## src/rtl/xpp_pkg.sv

```systemverilog
package xpp_pkg;

    localparam int WORD_W   = 32;
    localparam int LANE_W   = 16;
    localparam int DUR_W    = 6;
    localparam int DUR_LO   = 3;
    localparam int DUR_HI   = 32;
    localparam int PAGE_LSB = 8;

    typedef enum logic [1:0] {
        ST_IDLE = 2'd0,
        ST_PAGE = 2'd1,
        ST_ACC  = 2'd2,
        ST_GAP  = 2'd3
    } xpp_state_e;

    typedef enum logic {
        LANE8  = 1'b0,
        LANE16 = 1'b1
    } lane_e;

    typedef struct packed {
        logic             wr;
        lane_e            lane;
        logic [DUR_W-1:0] dur;
    } job_t;

    function automatic logic [DUR_W-1:0] clamp_dur(input logic [DUR_W-1:0] raw);
        if (raw < DUR_W'(DUR_LO)) return DUR_W'(DUR_LO);
        if (raw > DUR_W'(DUR_HI)) return DUR_W'(DUR_HI);
        return raw;
    endfunction

    function automatic logic [2:0] piece_cnt(input lane_e l);
        return (l == LANE16) ? 3'd2 : 3'd4;
    endfunction

endpackage

```

## src/rtl/xpp_timer.sv

```systemverilog
module xpp_timer
    import xpp_pkg::*;
(
    input  logic             clk,
    input  logic             rst,
    input  logic             load,
    input  logic [DUR_W-1:0] dur,
    output logic             last
);

    logic [DUR_W-1:0] cnt;

    always_ff @(posedge clk) begin
        if (rst)
            cnt <= '0;
        else if (load)
            cnt <= dur;
        else if (cnt != '0)
            cnt <= cnt - 1'b1;
    end

    assign last = (cnt == DUR_W'(1));

    // the strobe counter never holds more than the longest legal duration
    p_cnt_bound_r5: assert property (@(posedge clk) disable iff (rst)
        cnt <= DUR_W'(DUR_HI));

endmodule

```

## src/rtl/xpp_pack.sv

```systemverilog
module xpp_pack
    import xpp_pkg::*;
(
    input  logic              clk,
    input  logic              rst,
    input  logic              load,
    input  logic              step,
    input  lane_e             lane,
    input  logic [WORD_W-1:0] wdata,
    input  logic [LANE_W-1:0] din,
    output logic [LANE_W-1:0] dout,
    output logic [WORD_W-1:0] word
);

    logic [WORD_W-1:0] sh;

    always_ff @(posedge clk) begin
        if (rst)
            sh <= '0;
        else if (load)
            sh <= wdata;
        else if (step) begin
            if (lane == LANE16)
                sh <= {din, sh[WORD_W-1:LANE_W]};
            else
                sh <= {din[7:0], sh[WORD_W-1:8]};
        end
    end

    assign dout = (lane == LANE16) ? sh[LANE_W-1:0] : {8'h00, sh[7:0]};
    assign word = sh;

    // loading and stepping never happen in the same cycle
    p_load_step_r2: assert property (@(posedge clk) disable iff (rst)
        !(load && step));

endmodule

```

## src/rtl/xpp_ctrl.sv

```systemverilog
module xpp_ctrl
    import xpp_pkg::*;
#(
    parameter int AW = 16,
    localparam int XA = AW + 2
)(
    input  logic             clk,
    input  logic             rst,
    input  logic             req_valid,
    input  logic             req_write,
    input  logic [AW-1:0]    req_waddr,
    input  logic             cfg_lane16,
    input  logic [DUR_W-1:0] cfg_dur,
    input  logic             tmr_last,
    output logic             req_ready,
    output logic             tmr_load,
    output logic [DUR_W-1:0] tmr_dur,
    output logic             pk_load,
    output logic             pk_step,
    output lane_e            job_lane,
    output logic [XA-1:0]    xm_addr,
    output logic             xm_rd,
    output logic             xm_wr,
    output logic             xm_drive,
    output logic             page_cross,
    output logic             rsp_valid
);

    xpp_state_e    st, st_n;
    job_t          job;
    logic [XA-1:0] xaddr, prev_addr, start_addr;
    logic          has_prev;
    logic [2:0]    done_cnt;
    logic          accept, acc_end, hit_new, hit_next, last_piece;
    lane_e         in_lane;

    assign in_lane    = lane_e'(cfg_lane16);
    assign accept     = (st == ST_IDLE) && req_valid;
    assign acc_end    = (st == ST_ACC) && tmr_last;
    assign start_addr = (in_lane == LANE16) ? {1'b0, req_waddr, 1'b0} : {req_waddr, 2'b00};
    assign hit_new    = has_prev && (start_addr == prev_addr + XA'(1))
                        && (start_addr[PAGE_LSB-1:0] == '0);
    assign hit_next   = has_prev && (xaddr == prev_addr + XA'(1))
                        && (xaddr[PAGE_LSB-1:0] == '0);
    assign last_piece = (done_cnt == 3'(piece_cnt(job.lane) - 3'd1));

    always_comb begin
        st_n = st;
        case (st)
            ST_IDLE: if (accept) st_n = hit_new ? ST_PAGE : ST_ACC;
            ST_PAGE: st_n = ST_ACC;
            ST_ACC:  if (tmr_last) st_n = ST_GAP;
            ST_GAP: begin
                if (done_cnt == piece_cnt(job.lane))
                    st_n = ST_IDLE;
                else
                    st_n = hit_next ? ST_PAGE : ST_ACC;
            end
            default: st_n = ST_IDLE;
        endcase
    end

    always_ff @(posedge clk) begin
        if (rst) begin
            st        <= ST_IDLE;
            job       <= '0;
            xaddr     <= '0;
            prev_addr <= '0;
            has_prev  <= 1'b0;
            done_cnt  <= '0;
            rsp_valid <= 1'b0;
        end else begin
            st        <= st_n;
            rsp_valid <= acc_end && !job.wr && last_piece;
            if (accept) begin
                job      <= '{wr: req_write, lane: in_lane, dur: clamp_dur(cfg_dur)};
                xaddr    <= start_addr;
                done_cnt <= '0;
            end else if (acc_end) begin
                prev_addr <= xaddr;
                has_prev  <= 1'b1;
                xaddr     <= xaddr + XA'(1);
                done_cnt  <= done_cnt + 3'd1;
            end
        end
    end

    assign req_ready  = (st == ST_IDLE);
    assign tmr_load   = (st_n == ST_ACC) && (st != ST_ACC);
    assign tmr_dur    = (st == ST_IDLE) ? clamp_dur(cfg_dur) : job.dur;
    assign pk_load    = accept;
    assign pk_step    = acc_end;
    assign job_lane   = job.lane;
    assign xm_addr    = xaddr;
    assign xm_rd      = (st == ST_ACC) && !job.wr;
    assign xm_wr      = (st == ST_ACC) && job.wr;
    assign xm_drive   = job.wr && (st != ST_IDLE);
    assign page_cross = (st == ST_PAGE);

    // an idle port never strobes the external memory
    p_idle_quiet_r1: assert property (@(posedge clk) disable iff (rst)
        req_ready |-> !(xm_rd || xm_wr));

    // every access runs with a clamped duration
    p_dur_legal_r5: assert property (@(posedge clk) disable iff (rst)
        (st == ST_ACC) |-> (job.dur >= DUR_W'(DUR_LO) && job.dur <= DUR_W'(DUR_HI)));

    // the cycle after the final strobe cycle is idle
    p_gap_after_acc_r6: assert property (@(posedge clk) disable iff (rst)
        acc_end |=> !(xm_rd || xm_wr));

    // read completion is a single-cycle pulse
    p_rsp_pulse_r7: assert property (@(posedge clk) disable iff (rst)
        rsp_valid |=> !rsp_valid);

    // the inserted page idle cycle is followed by an access
    p_page_then_acc_r8: assert property (@(posedge clk) disable iff (rst)
        page_cross |=> (xm_rd || xm_wr));

    // no contention between port drive and a read
    p_drive_vs_read_r9: assert property (@(posedge clk) disable iff (rst)
        xm_rd |-> !xm_drive);

endmodule

```

## src/rtl/xmem_pack_port.sv

```systemverilog
module xmem_pack_port
    import xpp_pkg::*;
#(
    parameter int AW = 16
)(
    input  logic              clk,
    input  logic              rst,
    input  logic              cfg_lane16,
    input  logic [DUR_W-1:0]  cfg_dur,
    input  logic              req_valid,
    output logic              req_ready,
    input  logic              req_write,
    input  logic [AW-1:0]     req_waddr,
    input  logic [WORD_W-1:0] req_wdata,
    output logic              rsp_valid,
    output logic [WORD_W-1:0] rsp_data,
    output logic [AW+1:0]     xm_addr,
    output logic              xm_rd,
    output logic              xm_wr,
    output logic              xm_drive,
    output logic [LANE_W-1:0] xm_dout,
    input  logic [LANE_W-1:0] xm_din,
    output logic              page_cross
);

    logic             tmr_load, tmr_last, pk_load, pk_step;
    logic [DUR_W-1:0] tmr_dur;
    lane_e            job_lane;

    xpp_ctrl #(.AW(AW)) ctrl_i (
        .clk        (clk),
        .rst        (rst),
        .req_valid  (req_valid),
        .req_write  (req_write),
        .req_waddr  (req_waddr),
        .cfg_lane16 (cfg_lane16),
        .cfg_dur    (cfg_dur),
        .tmr_last   (tmr_last),
        .req_ready  (req_ready),
        .tmr_load   (tmr_load),
        .tmr_dur    (tmr_dur),
        .pk_load    (pk_load),
        .pk_step    (pk_step),
        .job_lane   (job_lane),
        .xm_addr    (xm_addr),
        .xm_rd      (xm_rd),
        .xm_wr      (xm_wr),
        .xm_drive   (xm_drive),
        .page_cross (page_cross),
        .rsp_valid  (rsp_valid)
    );

    xpp_timer timer_i (
        .clk  (clk),
        .rst  (rst),
        .load (tmr_load),
        .dur  (tmr_dur),
        .last (tmr_last)
    );

    xpp_pack pack_i (
        .clk   (clk),
        .rst   (rst),
        .load  (pk_load),
        .step  (pk_step),
        .lane  (job_lane),
        .wdata (req_wdata),
        .din   (xm_din),
        .dout  (xm_dout),
        .word  (rsp_data)
    );

    // the two strobes are mutually exclusive
    p_one_strobe_r4: assert property (@(posedge clk) disable iff (rst)
        !(xm_rd && xm_wr));

    // the address holds while a read strobe continues
    p_addr_hold_r4: assert property (@(posedge clk) disable iff (rst)
        (xm_rd && $past(xm_rd)) |-> $stable(xm_addr));

endmodule

```

## config.mk

```make
export PLATFORM = sky130hd
export DESIGN_NAME = xmem_pack_port
export DESIGN_NICKNAME = d
export VERILOG_FILES = /design/src/rtl/xpp_pkg.sv /design/src/rtl/xpp_timer.sv /design/src/rtl/xpp_pack.sv /design/src/rtl/xpp_ctrl.sv /design/src/rtl/xmem_pack_port.sv
export SDC_FILE = /design/constraint.sdc
export NUM_CORES = 1
export LEC_CHECK = 0
export ABC_AREA = 1
export BUFFER_PORTS_ARGS = -buffer_cell sky130_fd_sc_hd__clkbuf_2
export CAP_MARGIN = 20
export CORE_MARGIN = 10
export CORE_UTILIZATION = 50
export DETAILED_ROUTE_END_ITERATION = 6
export GPL_ROUTABILITY_DRIVEN = 1
export GPL_TIMING_DRIVEN = 0
export PLACE_DENSITY = 0.73
export REMOVE_ABC_BUFFERS = 1
export SYNTH_ARGS = -nofsm -noshare
export SYNTH_HDL_FRONTEND = slang
export SYNTH_SLANG_ARGS = --single-unit
```

## constraint.sdc

```tcl
create_clock -name clk -period 3.2 [get_ports clk]
set_clock_uncertainty 0.1 [all_clocks]
set_input_delay 0.8 -clock clk [delete_from_list [all_inputs] [get_ports clk]]
set_output_delay 0.8 -clock clk [all_outputs]
set_load 0.03 [all_outputs]
```

==> impl_metrics.json <==
{
  "cap_viol_max_count": 0,
  "dp_cells": 1261,
  "p_per_area_nw_per_um2": 571,
  "holdPathStages": 2,
  "clkTransAtPathRegs_ns": 0.06,
  "clock_latency_ns": 0.34,
  "post_dp_cell_area_um2": 6810,
  "yosysWarnings": 0,
  "layout.nets": 1208,
  "max_freq_mhz": 336,
  "viasPerCell": 5.41,
  "min_from": "ctrl_i.job[5]",
  "cts_hold_buf": 0,
  "ff2ff_setup_slack_ns": 0.34,
  "clkPwrFrac_pct": 30.6,
  "ff2ff_path_depth": 9,
  "netlist_top_cells_area": "dfxtp_1 (29%), nand2_1 (22%), o21ai_0 (7.3%)",
  "yosys.cell_types.count": 43,
  "post-synth-top-count-cell": "nand2_1",
  "yosys.area.top_type": "dfxtp_1",
  "post-place-ws_ns": -0.789,
  "grt_usage_pct": 23.6,
  "hold_path_class": "reg2reg",
  "fin_cells": 1279,
  "syn_area_um2": 6070,
  "portBuffers": 146,
  "synth_fa_ha_area_share_pct": 1.24,
  "endpoint_kind": "register",
  "die_area_um2": 16900,
  "synth-seq-area-share_pct": 29.4,
  "num_rows": 40,
  "io_pins": 147,
  "rsz0062_at_grt": "no",
  "antenna_cells": 0,
  "netlist_instances": 1019,
  "fin_util_pct": 60.2,
  "synthFlopType": "dfxtp_1",
  "grt_pass1_vias": 6424,
  "cp.arrival_ns": 3.11,
  "globalplace.congestion": 0.959,
  "synth_compound_area_share_pct": 15.9,
  "hpwl_um": 14400,
  "syn_avg_cell_area_um2": 5.96,
  "total_power_w": 0.00411,
  "htree_levels": 3,
  "async_flop_share_pct": 0,
  "status": "complete, but fails checks",
  "finalHoldViolations": 0,
  "finalSetupViolations": 0,
  "yosys.area_share.simple_pct": 40.7,
  "core_um2": 12000,
  "grt_pass1_wl_um": 32200,
  "fin_crit_ns": 2.97,
  "cts-root-buf": "clkbuf_16",
  "hold_end": "ctrl_i.job[5]",
  "timing.slew.headroom_pct": 33.2,
  "die_h_um": 130,
  "synth_edf_count": 0,
  "synth-xor-area-share_pct": 2.54,
  "overflow": 0,
  "timing.final.crit_share_pct": 92.9,
  "cp_max_fo": 22,
  "ant_nets": 0,
  "p_leak_nw": 3.50,
  "cts_buffer_depth": 2,
  "cts_tree": "done",
  "grt_antenna_before_repair": 0,
  "yosysTopAreaCellShare_pct": 29.4,
  "drt_iter0_drc": 509,
  "pwr-share-comb_pct": 33.9,
  "synth_mux_area_share_pct": 0.165,
  "ys_ff_latch": 89,
  "slew_violations": 0,
  "dr_total_vias": 6913,
  "syn_to_final_growth_pct": 18.7,
  "start_kind": "input pin",
  "synthTopCellsByCount": "nand2_1 (358), inv_1 (93), dfxtp_1 (89), o21ai_0 (89), nor2_1 (81)",
  "power.internal_w": 0.00251,
  "cts.sinks": 89,
  "wire_per_inst_um": 15.6,
  "stdcell_area_um2": 7200,
  "p_sw_share_pct": 39.0,
  "grt_max_degree": 67,
  "start_util_pct": 50.7,
  "die_w_um": 130,
  "drtPass1Iterations": 7,
  "p_seq_share_pct": 35.5,
  "r2r_end": "ctrl_i.xm_addr[6]",
  "failed_checks": "design-rule violations",
  "layout-drive-gt1-share_pct": 18.4,
  "critPathKind": "in2reg",
  "route.detailed.drc": 2,
  "cts_inserted_buffers": 9,
  "wl_um": 19900,
  "ir_drop_mv": 0.295,
  "worst_pin_slew_ns": 0.997,
  "required_ns": 3.33,
  "setup_ws_ns": 0.227,
  "p_sw_w": 0.00160,
  "synth_top_family_by_area": "simple AND/OR/NAND/NOR gates",
  "r2r-start": "ctrl_i.st[0]"
}
## cells by family after synthesis
kind of cell / after synthesis
buf+inv: 151
fa+ha+maj: 6
xor+xnor: 16
mux: 1
flops: 89
compound gates: 175
simple gates: 581
## final cells by class
| type | instances | area, um^2 |
|---|---|---|
| inverter | 96 | 372 |
| timing repair inverter | 1 | 5.00 |
| sequential | 89 | 1780 |
| fill | 1208 | 4760 |
| clock inverter | 6 | 115 |
| clock buffer | 10 | 239 |
| tap | 147 | 184 |
| multi-input combinational | 779 | 3690 |
| timing repair buffer | 151 | 811 |
## routing by layer
metal | global-route usage (%) | vias up | wire [um]
met5 | 0 | - | 0
met2 | 36.7 | 273 | 8750
met1 | 30.2 | 3087 | 8820
met3 | 6.82 | 42 | 1760
met4 | 9.19 | 0 | 562
li1 | - | 3511 | -
## critical path, stage by stage
cell	delay, ns
buf_4	0.23
inv_2	0.16
or2_2	0.30
o21ai_0	0.20
inv_1	0.12
nand3_1	0.10
nand2_1	0.05
nor2_1	0.15
nand2_1	0.11
nor2_2	0.14
nand3_1	0.12
nand3_2	0.12
nor2_4	0.05
nand2_4	0.15
nand2_1	0.09
nand2_1	0.14
nor2_1	0.06
## cells in the final DEF (no fill, tap or decap), drive strengths merged, types with 2 or more instances in the layout
| cell | synthesis | layout |
|---|---|---|
| nand2 | 368 | 368 |
| clkbuf | 42 | 155 |
| o21ai | 95 | 95 |
| inv | 95 | 94 |
| nor2 | 90 | 90 |
| dfxtp | 89 | 89 |
| nand3 | 76 | 76 |
| a31oi | 38 | 38 |
| a21oi | 29 | 29 |
| nand4 | 17 | 17 |
| nor3 | 15 | 15 |
| xor2 | 13 | 13 |
| or2 | 9 | 9 |
| ha | 6 | 6 |
| buf | 13 | 6 |
| nand3b | 4 | 4 |
| o22ai | 3 | 3 |
| bufinv | 0 | 3 |
| clkinvlp | 0 | 3 |
| clkinv | 1 | 3 |
| o21a | 2 | 2 |
| nor4 | 2 | 2 |
| xnor2 | 2 | 2 |
| a211oi | 2 | 2 |
| o211ai | 2 | 2 |
| a221oi | 2 | 2 |
## registers in the layout, indices dropped and copies added, names as in the netlist
signal	count
ctrl_i.has_prev	1
ctrl_i.xm_addr	18
ctrl_i.rsp_valid	1
timer_i.cnt	6
ctrl_i.prev_addr	18
ctrl_i.job	7
ctrl_i.job_lane	1
ctrl_i.st	2
pack_i.word	32
ctrl_i.done_cnt	3
## how the worst max path moves through the flow
| stage | from | endpoint | slack [ns] | cells past startpoint |
|---|---|---|---|---|
| after floorplan | ctrl_i.st[0] | ctrl_i.xm_addr[6] | -1.27 | 8 |
| after global placement | req_valid | ctrl_i.xm_addr[1] | -3.38 | 8 |
| after detailed placement | ctrl_i.st[1] | ctrl_i.xm_addr[6] | -0.79 | 9 |
| after CTS | cfg_lane16 | timer_i.cnt[4] | 0.04 | 17 |
| after global routing | cfg_lane16 | timer_i.cnt[3] | 0.04 | 17 |
| final | cfg_lane16 | timer_i.cnt[4] | 0.23 | 17 |
## power by group through the flow
stage / clock network [W] / registers, W / logic, W
6_report: 0.00126 / 0.00146 / 0.00140
5_1_grt: 0.00133 / 0.00149 / 0.00156
4_1_cts: 0.00128 / 0.00145 / 0.00139
3_5_place_dp: 0 / 0.00148 / 0.00137
3_3_place_gp: 0 / 0.00147 / 0.00134
2_1_floorplan: 0 / 0.00163 / 0.000776
## timing repair
| action | 4_1_cts | 5_1_grt |
|---|---|---|
| buffers inserted | 1 | 0 |
| setup endpoints to repair | 36 | 10 |
| pin swaps | 1 | 0 |
| gates resized for setup | 5 | 6 |
| gates cloned | 1 | 0 |
## metrics by stage
stage | TNS (ns) | hold slack, ns
5_1_grt | 0 | 0.424
3_3_place_gp | -176.80 | 0.363
2_1_floorplan | -50.05 | 0.353
3_5_place_dp | -25.32 | 0.371
4_1_cts | 0 | 0.379
6_report | 0 | 0.384
Note: power is estimated with default switching activity, not from simulation.
